### src/rtl/bkc_pkg.sv
// Package: shared field layout, reset values and types for the backup-domain
// clock control register. Assumes a 32-bit register word.
package bkc_pkg;

    localparam int REG_W = 32;

    // Bit positions that software and the readback path depend on.
    localparam int POS_OSC_EN  = 0;
    localparam int POS_STABLE  = 1;
    localparam int POS_BYPASS  = 2;
    localparam int POS_DRV_LO  = 3;
    localparam int POS_SRC_LO  = 8;
    localparam int POS_RTC_EN  = 15;
    localparam int POS_BKRST   = 16;

    // Bits that always read as zero.
    localparam logic [REG_W-1:0] RSVD_MASK = 32'hFFFE_7CE0;

    typedef enum logic [1:0] {
        SRC_NONE = 2'b00,
        SRC_LXT  = 2'b01,
        SRC_IRC  = 2'b10,
        SRC_HXT  = 2'b11
    } rtc_src_e;

    typedef struct packed {
        logic       bkrst;
        logic       rtc_en;
        rtc_src_e   src;
        logic [1:0] drive;
        logic       bypass;
        logic       osc_en;
    } ctl_t;

    localparam ctl_t CTL_RST = '{
        bkrst:  1'b0,
        rtc_en: 1'b0,
        src:    SRC_NONE,
        drive:  2'b11,
        bypass: 1'b0,
        osc_en: 1'b0
    };

endpackage

### src/rtl/bkc_sync.sv
// Multi-flop level synchronizer for an asynchronous input.
// Assumes the input is a slow level; reset value is 0.
module bkc_sync #(
    parameter int STAGES = 2
) (
    input  logic clk,
    input  logic rst_n,
    input  logic din,
    output logic dout
);
    logic [STAGES-1:0] chain_q;

    // Shift the input through the flop chain.
    always_ff @(posedge clk or negedge rst_n) begin
        if (!rst_n) begin
            chain_q <= '0;
        end else begin
            chain_q <= {chain_q[STAGES-2:0], din};
        end
    end

    assign dout = chain_q[STAGES-1];
endmodule

### src/rtl/bkc_prescale.sv
// Tick prescaler: emits one output strobe every 2**LOG2 input strobes.
// Assumes input strobes are single-cycle; clr restarts the count.
module bkc_prescale #(
    parameter int LOG2 = 7
) (
    input  logic clk,
    input  logic rst_n,
    input  logic clr,
    input  logic tick_in,
    output logic tick_out
);
    logic [LOG2-1:0] cnt_q;

    // Count input strobes, wrapping at the terminal value.
    always_ff @(posedge clk or negedge rst_n) begin
        if (!rst_n) begin
            cnt_q <= '0;
        end else if (clr) begin
            cnt_q <= '0;
        end else if (tick_in) begin
            cnt_q <= cnt_q + 1'b1;
        end
    end

    assign tick_out = tick_in && (cnt_q == {LOG2{1'b1}}) && !clr;
endmodule

### src/rtl/bkc_fields.sv
// Protected field storage: lane-gated writes, write-permission gating,
// write-once source selection and self reset via the software reset bit.
// Assumes wr_hit is already qualified by address decode.
module bkc_fields
    import bkc_pkg::*;
(
    input  logic       clk,
    input  logic       rst_n,
    input  logic       wr_hit,
    input  logic [2:0] lane,
    input  logic       bkp_wen,
    input  logic       wd_osc_en,
    input  logic       wd_bypass,
    input  logic [1:0] wd_drive,
    input  logic [1:0] wd_src,
    input  logic       wd_rtc_en,
    input  logic       wd_bkrst,
    output ctl_t       ctl
);
    ctl_t ctl_q;
    logic bkrst_d;
    logic hold_rst;
    logic wr_lo;
    logic wr_hi;

    // Next value of the software reset bit (not write protected).
    assign bkrst_d  = (wr_hit && lane[2]) ? wd_bkrst : ctl_q.bkrst;
    // Protected fields stay at reset while the bit is, or is becoming, 1.
    assign hold_rst = ctl_q.bkrst || bkrst_d;
    assign wr_lo    = wr_hit && lane[0] && bkp_wen;
    assign wr_hi    = wr_hit && lane[1] && bkp_wen;

    // Update the control fields on permitted writes.
    always_ff @(posedge clk or negedge rst_n) begin
        if (!rst_n) begin
            ctl_q <= CTL_RST;
        end else begin
            ctl_q.bkrst <= bkrst_d;
            if (hold_rst) begin
                ctl_q.rtc_en <= CTL_RST.rtc_en;
                ctl_q.src    <= CTL_RST.src;
                ctl_q.drive  <= CTL_RST.drive;
                ctl_q.bypass <= CTL_RST.bypass;
                ctl_q.osc_en <= CTL_RST.osc_en;
            end else begin
                if (wr_lo) begin
                    ctl_q.osc_en <= wd_osc_en;
                    ctl_q.bypass <= wd_bypass;
                    ctl_q.drive  <= wd_drive;
                end
                if (wr_hi) begin
                    ctl_q.rtc_en <= wd_rtc_en;
                    if (ctl_q.src == SRC_NONE) begin
                        ctl_q.src <= rtc_src_e'(wd_src);
                    end
                end
            end
        end
    end

    assign ctl = ctl_q;
endmodule

### src/rtl/bkc_clksel.sv
// RTC tick selector: routes one of three tick strobes by source code and
// gates the result with the RTC enable. Purely combinational.
module bkc_clksel
    import bkc_pkg::*;
(
    input  rtc_src_e src,
    input  logic     enable,
    input  logic     tick_lxt,
    input  logic     tick_irc,
    input  logic     tick_hxt_div,
    output logic     tick_out
);
    logic picked;

    // Pick the strobe named by the source code.
    always_comb begin
        case (src)
            SRC_LXT: picked = tick_lxt;
            SRC_IRC: picked = tick_irc;
            SRC_HXT: picked = tick_hxt_div;
            default: picked = 1'b0;
        endcase
    end

    assign tick_out = enable && picked;
endmodule

### src/rtl/bkdom_clkctl.sv
// Backup-domain clock control register top: address decode, readback,
// oscillator-ready synchronizer, prescaler and RTC tick selection.
// Assumes all tick inputs are single-cycle strobes in the clk domain.
module bkdom_clkctl
    import bkc_pkg::*;
#(
    parameter int                ADDR_W      = 8,
    parameter logic [ADDR_W-1:0] REG_OFS     = 8'h20,
    parameter int                SYNC_STAGES = 2,
    parameter int                DIV_LOG2    = 7
) (
    input  logic              clk,
    input  logic              rst_n,
    input  logic              wr_en,
    input  logic              rd_en,
    input  logic [ADDR_W-1:0] addr,
    input  logic [31:0]       wdata,
    input  logic [3:0]        wstrb,
    output logic [31:0]       rdata,
    input  logic              bkp_wen,
    input  logic              osc_ready,
    input  logic              lxt_tick,
    input  logic              irc_tick,
    input  logic              hxt_tick,
    output logic              osc_en,
    output logic              osc_bypass,
    output logic [1:0]        osc_drive,
    output logic              rtc_en,
    output logic [1:0]        rtc_src,
    output logic              bkp_rst_req,
    output logic              rtc_tick
);
    localparam int WA_HI = ADDR_W - 1;

    ctl_t        ctl;
    logic        hit;
    logic        stable;
    logic        hxt_div;
    logic [31:0] word;
    logic        unused_bits;

    // Word-aligned address match.
    assign hit = (addr[WA_HI:2] == REG_OFS[WA_HI:2]);

    // Bits of the access that carry no meaning here.
    assign unused_bits = ^{addr[1:0], wstrb[3], wdata[31:17], wdata[14:10],
                           wdata[7:5], wdata[1]};

    bkc_fields u_fields (
        .clk       (clk),
        .rst_n     (rst_n),
        .wr_hit    (wr_en && hit),
        .lane      (wstrb[2:0]),
        .bkp_wen   (bkp_wen),
        .wd_osc_en (wdata[POS_OSC_EN]),
        .wd_bypass (wdata[POS_BYPASS]),
        .wd_drive  (wdata[POS_DRV_LO+1:POS_DRV_LO]),
        .wd_src    (wdata[POS_SRC_LO+1:POS_SRC_LO]),
        .wd_rtc_en (wdata[POS_RTC_EN]),
        .wd_bkrst  (wdata[POS_BKRST]),
        .ctl       (ctl)
    );

    bkc_sync #(.STAGES(SYNC_STAGES)) u_sync (
        .clk   (clk),
        .rst_n (rst_n),
        .din   (osc_ready),
        .dout  (stable)
    );

    bkc_prescale #(.LOG2(DIV_LOG2)) u_div (
        .clk      (clk),
        .rst_n    (rst_n),
        .clr      (ctl.bkrst),
        .tick_in  (hxt_tick),
        .tick_out (hxt_div)
    );

    bkc_clksel u_sel (
        .src          (ctl.src),
        .enable       (ctl.rtc_en),
        .tick_lxt     (lxt_tick),
        .tick_irc     (irc_tick),
        .tick_hxt_div (hxt_div),
        .tick_out     (rtc_tick)
    );

    // Assemble the readback word; reserved bits stay zero.
    always_comb begin
        word                              = '0;
        word[POS_OSC_EN]                  = ctl.osc_en;
        word[POS_STABLE]                  = stable;
        word[POS_BYPASS]                  = ctl.bypass;
        word[POS_DRV_LO+1:POS_DRV_LO]     = ctl.drive;
        word[POS_SRC_LO+1:POS_SRC_LO]     = ctl.src;
        word[POS_RTC_EN]                  = ctl.rtc_en;
        word[POS_BKRST]                   = ctl.bkrst;
    end

    // Register read data on a read strobe.
    always_ff @(posedge clk or negedge rst_n) begin
        if (!rst_n) begin
            rdata <= '0;
        end else if (rd_en) begin
            rdata <= hit ? word : '0;
        end
    end

    assign osc_en      = ctl.osc_en;
    assign osc_bypass  = ctl.bypass;
    assign osc_drive   = ctl.drive;
    assign rtc_en      = ctl.rtc_en;
    assign rtc_src     = ctl.src;
    assign bkp_rst_req = ctl.bkrst;
endmodule

### config.mk
export PLATFORM = sky130hd
export DESIGN_NAME = bkdom_clkctl
export DESIGN_NICKNAME = d
export VERILOG_FILES = /design/src/rtl/bkc_pkg.sv /design/src/rtl/bkc_sync.sv /design/src/rtl/bkc_prescale.sv /design/src/rtl/bkc_fields.sv /design/src/rtl/bkc_clksel.sv /design/src/rtl/bkdom_clkctl.sv
export SDC_FILE = /design/constraint.sdc
export NUM_CORES = 1
export LEC_CHECK = 0
export ABC_AREA = 1
export BUFFER_PORTS_ARGS = -buffer_cell sky130_fd_sc_hd__buf_2
export CORE_MARGIN = 1.5
export CORE_UTILIZATION = 40
export DETAILED_ROUTE_END_ITERATION = 8
export PLACE_DENSITY = 0.84
export SLEW_MARGIN = 20
export SYNTH_ARGS = -nofsm -noshare
export SYNTH_HDL_FRONTEND = slang
export SYNTH_HIERARCHICAL = 1
export SYNTH_SLANG_ARGS = --single-unit
### constraint.sdc
create_clock -name clk -period 1.4 [get_ports clk]
set_clock_uncertainty 0.15 [all_clocks]
set_input_delay 0.14 -clock clk [delete_from_list [all_inputs] [get_ports clk]]
set_output_delay 0.14 -clock clk [all_outputs]
set_load 0.1 [all_outputs]
After elaboration in Yosys (flattened, before gate mapping):

Index checks and enable logic that the tools add are counted.

* flip-flop bits (word level): 49
* latch bits: 0
* memory bits (writable): 0
* memory bits (read-only): 0
* input port bits: 53
* output and inout port bits: 41
* logic and storage cells: 41
* memories kept: 0

* add/sub/neg operators: 1
* $mul: 0
* div/mod/pow operators: 0
* $lt $le $gt $ge: 0
* eq/ne operators: 5
* shift operators: 0
* mux-type cells: 9
* bitwise operators: 0
* reduce and logical (&&, ||, !) cells: 17

Operators by type and width (count)
* two-way mux 7 bit: 3
* two-way mux 17 bit: 1
* logical AND 1 bit: 9
* nonzero test 2 bit: 4
* adder 7 x 1 -> 7 bit, second input constant: 1
* == test 7 bit, second input constant: 1
* == test 6 x 4 -> 1 bit, second input constant: 1
* == test 2 bit, second input constant: 2
* two-way mux 4 bit: 1
* two-way mux 3 bit: 1
* one-hot mux 1 bit (3 select lines): 1
* == test 2 x 1 -> 1 bit, second input constant: 1
* zero test 2 bit: 1
* two-way mux 2 bit: 1
* AND reduction 2 bit: 1
* zero test 1 bit: 1
* logical OR 1 bit: 1
* two-way mux 1 bit: 1

Logic depth before layout (Yosys ltp):

* word-level depth: 7
* depth in mapped cells: 10
* gate-level depth less buffers: 10

Modules after synthesis:

Netlist, hierarchy kept.

Modules (own cells, without submodules)
* bkdom_clkctl: instances 1, cells each 87, area an instance 670.6 µm², sequential area each 225.2 µm²
* bkc_fields: instances 1, cells each 41, area an instance 379.1 µm², sequential area each 202.7 µm²
* bkc_prescale: instances 1, cells each 47, area an instance 374.1 µm², sequential area each 175.2 µm²
* bkc_sync: instances 1, cells each 2, area an instance 50.0 µm², sequential area each 50.0 µm²
* bkc_clksel: instances 1, cells each 10, area an instance 43.8 µm², sequential area each 0.0 µm²

Worst setup path before layout:

OpenSTA, ideal clock, no wires.

* path kind: register to output
* from: reg u_fields.ctl_q (netlist bit u_fields/ctl[7])
* to: out rtc_tick
* data arrival time: 2.186 ns
* data required time: 1.110 ns
* path slack: -1.076 ns
* cell stages (with the launch flop): 8
* buffers on the path: 0
* path through: dfrtp_1 -> inv_1 -> nand3_1 -> nor4_1 -> nand2_1 -> nand3_1 -> nand2_1 -> inv_1

* longest elaborated chain between the ends: 4

Ends and longest elaborated chain
* from (decl): RTL line bkc_fields.sv:20 `ctl_t ctl_q;`
* zero test 1 bit: RTL line bkc_prescale.sv:25 `assign tick_out = tick_in && (cnt_q == {LOG2{1'b1}}) && !clr;`
* logical AND 1 bit: RTL line bkc_prescale.sv:25
* net hxt_div: RTL line bkdom_clkctl.sv:38 `logic hxt_div;`
* one-hot mux 1 bit (3 select lines): RTL line bkc_clksel.sv:17 `case (src)`
* logical AND 1 bit: RTL line bkc_clksel.sv:25 `assign tick_out = enable && picked;`
* to (decl): RTL line bkdom_clkctl.sv:31 `output logic rtc_tick`

The timed path passes the listed nets, and every way through them passes these cells.

Final worst setup path:

* from: reg u_div.cnt_q[1]
* to: out rtc_tick

* longest elaborated chain between the ends: 5

Ends and longest elaborated chain
* from (decl): RTL line bkc_prescale.sv:12 `logic [LOG2-1:0] cnt_q;`
* from (signal assigned): RTL line bkc_prescale.sv:21 `cnt_q <= cnt_q + 1'b1;`
* == test 7 bit: RTL line bkc_prescale.sv:25
* logical AND 1 bit (2 in series): RTL line bkc_prescale.sv:25
* net hxt_div: RTL line bkdom_clkctl.sv:38
* one-hot mux 1 bit (3 select lines): RTL line bkc_clksel.sv:17
* logical AND 1 bit: RTL line bkc_clksel.sv:25

The timed path passes the listed nets, and every way through them passes these cells.

==> metrics.md <==
| Metric | Value |
|---|---|
| Status | `finished with violations` |
| Violated checks | `negative hold slack, negative setup slack` |
| Power per cell area | `around 950 nW/um^2` |
| Total GRT Usage | `between 15 and 20%` |
| Vias in the first global route | `approximately 1,200` |
| Reg-to-reg slack, setup | `-0.12 ns` |
| Sequential area share after synthesis | `43.03%` |
| Largest net degree at the start of global routing | `27` |
| Fin worst setup slack | `-0.5078 ns` |
| Count of different cell masters after synthesis | `23` |
| GR Overflow Total | `0` |
| Setup crit end | `rtc_tick` |
| IR drop worst, VDD | `roughly 0.55 mV` |
| Clock buffer depth | `2` |
| Most frequent cells in the layout | `nand2_1 (46), buf_2 (34), inv_1 (23), conb_1 (23), dfrtp_1 (18)` |
| Number of placement rows | `22` |
| Via density | `~4.5` |
| FF+latch count, synth | `26` |
| Clock slew at reported path FFs | `about 0.09 ns` |
| Most common cell after layout, fill and taps aside | `nand2_1` |
| Met2 routed WL | `about 1900 um` |
| CP startpoint | `u_div/cnt_q[1]$_DFFE_PN0P_` |
| Cells on worst reg2reg path | `6` |
| Initial core utilization | `about two fifths` |
| Slew @ Worst Pin | `between 0.5 and 0.6 ns` |
| Inserted Diodes | `0` |
| Mapped cell area | `approximately 1500 um^2` |
| Top sig layer | `met4` |
| CTS tree | `yes` |
| Remaining antenna violation count after routing | `0` |
| Slew headroom | `just over 60%` |
| CP Class | `reg2out` |
| Final cycle utilization of the critical path | `136.3%` |
| IO Pins | `94` |
| First DRT Iteration DRCs | `42` |
| Max-Cap Viols | `0` |
| DRC | `0` |
| Clk root buf | `clkbuf_8` |
| Mapped Cells | `between 150 and 200` |
| Final Max Slew Viols | `0` |
| Detailed placement HPWL | `2471 um` |
| Vias | `around 1,400` |
| FMAX | `around 520 MHz` |
| Largest cells by area after synthesis | `dfrtp_1 (40%), buf_4 (12%), nand2_1 (12%), inv_1 (6.4%), nand4_1 (5.8%)` |
| Leakage power | `~0.0012 uW` |
| Wirelength, routed | `around 3600 um` |
| Clock Sinks | `26` |
| Final Setup Violations | `4` |
| Chip height | `64.60 um` |
| Initial antenna violation count | `0` |
| CTS buffer count | `3` |
| RR Endpoint | `u_div/cnt_q[5]$_DFFE_PN0P_` |
| Clock Latency Late Sink | `0.27 ns` |
| CP arrival | `roughly 1.6 ns` |
| Multi-input logic area | `around 700 um^2` |
| Cell taking the most area after synthesis | `dfrtp_1` |
| Core Box Area | `3661 um^2` |
| Hold Slack | `-0.005082 ns` |
| Synthesized area per cell | `8.116 um^2` |
| Clock period minus worst slack | `about 1.9 ns` |
| Register area | `663.1 um^2` |
| Hold WC Path Type | `in2reg` |
| Final nets | `312` |
| Layout area overhead | `43.45%` |
| Layout cell share with drive strength beyond 1 | `roughly 39%` |
| First-pass GRT wire length | `between 5000 and 6000 um` |
| Final hold violation count | `2` |
| RSZ-0062 raised after global routing | `true` |
| Placer Congestion | `just under 0.8` |
| Worst-path maximum fanout | `2` |
| DRT Pass-1 Iters | `5` |
| Port buffer count | `43` |
| Die ar. | `4173 um^2` |
| Top cell type's share of synthesized area | `about 40%` |
| Met3 wire length | `192 um` |
| Routed WL per cell | `~12 um` |
| Setup Slack @ Placement | `-0.2747 ns` |
| Die width | `~65 um` |
| Worst r2r src | `u_div/cnt_q[4]$_DFFE_PN0P_` |
| Fill cells | `314` |
| Setup crit start kind | `register` |
| Ys Warns | `6` |
| Met1 WL | `1440 um` |
| CTS H-Tree Depth | `1` |
| CP required | `between 1 and 1.5 ns` |
| Critical Path End Type | `output pin` |
-- final cells by class --
cell class,instances,area share (%)
flip-flops and latches,26,30.46
multi-input cells,131,32.30
repair buffers,68,26.09
clock buffers,3,1.897
well taps,48,2.759
inverters,28,5.115
clock inverters,1,1.379
-- state kept, by name (all words and copies together), names as in the netlist --
register / cells
u_div/cnt_q: 7
rdata: 9
u_fields/ctl: 8
u_sync/chain_q: 2
-- stage by stage --
step	cells	utilization, %	TNS [ns]	instance area, um^2	total power (uW)
2_1_floorplan	209	-	-0.4571	1617	1279
3_3_place_gp	290	53.32	-0.1821	1952	1366
3_5_place_dp	290	53.32	-0.2747	1952	1383
4_1_cts	304	58.51	-0.4823	2142	2012
5_1_grt	305	59.47	-0.9598	2177	2135
6_report	305	59.47	-0.7343	2177	2061
-- worst min-delay path by stage --
stage | from | to | slack, ns | depth (start not counted)
2_1_floorplan | rst_n | rdata[0]$_DFFE_PN0P_ | -0.31 | 0
3_3_place_gp | rst_n | u_div/cnt_q[0]$_DFFE_PN0P_ | 0.001 | 1
3_5_place_dp | rst_n | u_div/cnt_q[0]$_DFFE_PN0P_ | 0.01 | 1
4_1_cts | wstrb[0] | u_fields/ctl[3]$_DFFE_PN1P_ | 0.0002 | 3
5_1_grt | wstrb[0] | u_fields/ctl[2]$_DFFE_PN1P_ | 0.01 | 3
6_report | wdata[16] | u_fields/ctl[7]$_DFF_PN0_ | -0.005 | 3
-- power by group --
part | internal, uW | leakage, uW | switching, uW
Sequential | 775 | 0.000338 | 17.3
Combinational | 162 | 0.000792 | 480
Clock | 383 | 0.0000357 | 244
Total | 1320 | 0.00117 | 741
-- kinds of logic (layout without fill, tap and decap cells) --
kind of cell    Yosys count  count (layout)  share of synthesized area [%]
other cells               1              23                         0.2471
simple gates             93              93                          31.57
fa+ha+maj                 1               1                         0.8243
compound gates           14              14                          5.523
flops                    26              26                          43.03
buf+inv                  52             100                          18.80
-- synth_stat cells --
master and n:
o21ai_0 3, nor2_8 1, conb_1 1, nand2_2 2, nor2_4 5, nand4_1 14
a21oi_1 7, buf_4 24, nand3_1 10, nor3_1 2, a21o_1 1, dfrtp_1 24
ha_1 1, a21oi_2 3, nand2_4 1, nor4_1 1, inv_1 26, nand2_1 48
nor2_2 2, nand3_2 1, dfstp_2 2, nor2_1 6, inv_2 2
-- critical path: stages (launching register included) --
cell and delay (ns):
dfrtp_1 0.38, ha_2 0.20, nand2_2 0.09, nor4_4 0.21, nand2_1 0.10, nand3_2 0.07
nand2_2 0.06, clkinvlp_4 0.08, buf_12 0.16
-- metal layers --
metal / global-route usage, % / vias up
li1: - / 690
met1: 21.64 / 619
met2: 31.12 / 62
met3: 2.083 / 9
met4: 6.649 / 0
met5: 0 / -
-- repair_timing --
| action | CTS | global route |
|---|---|---|
| endpoints found under the hold margin | 32 | 0 |
| buffers inserted | 1 | 1 |
| hold buffers | 9 | 0 |
| gates cloned | 0 | 0 |
| resized for setup | 5 | 8 |
| setup endpoints to repair | 4 | 7 |
| pin swaps | 5 | 4 |
(Power assumes the default switching activity.)
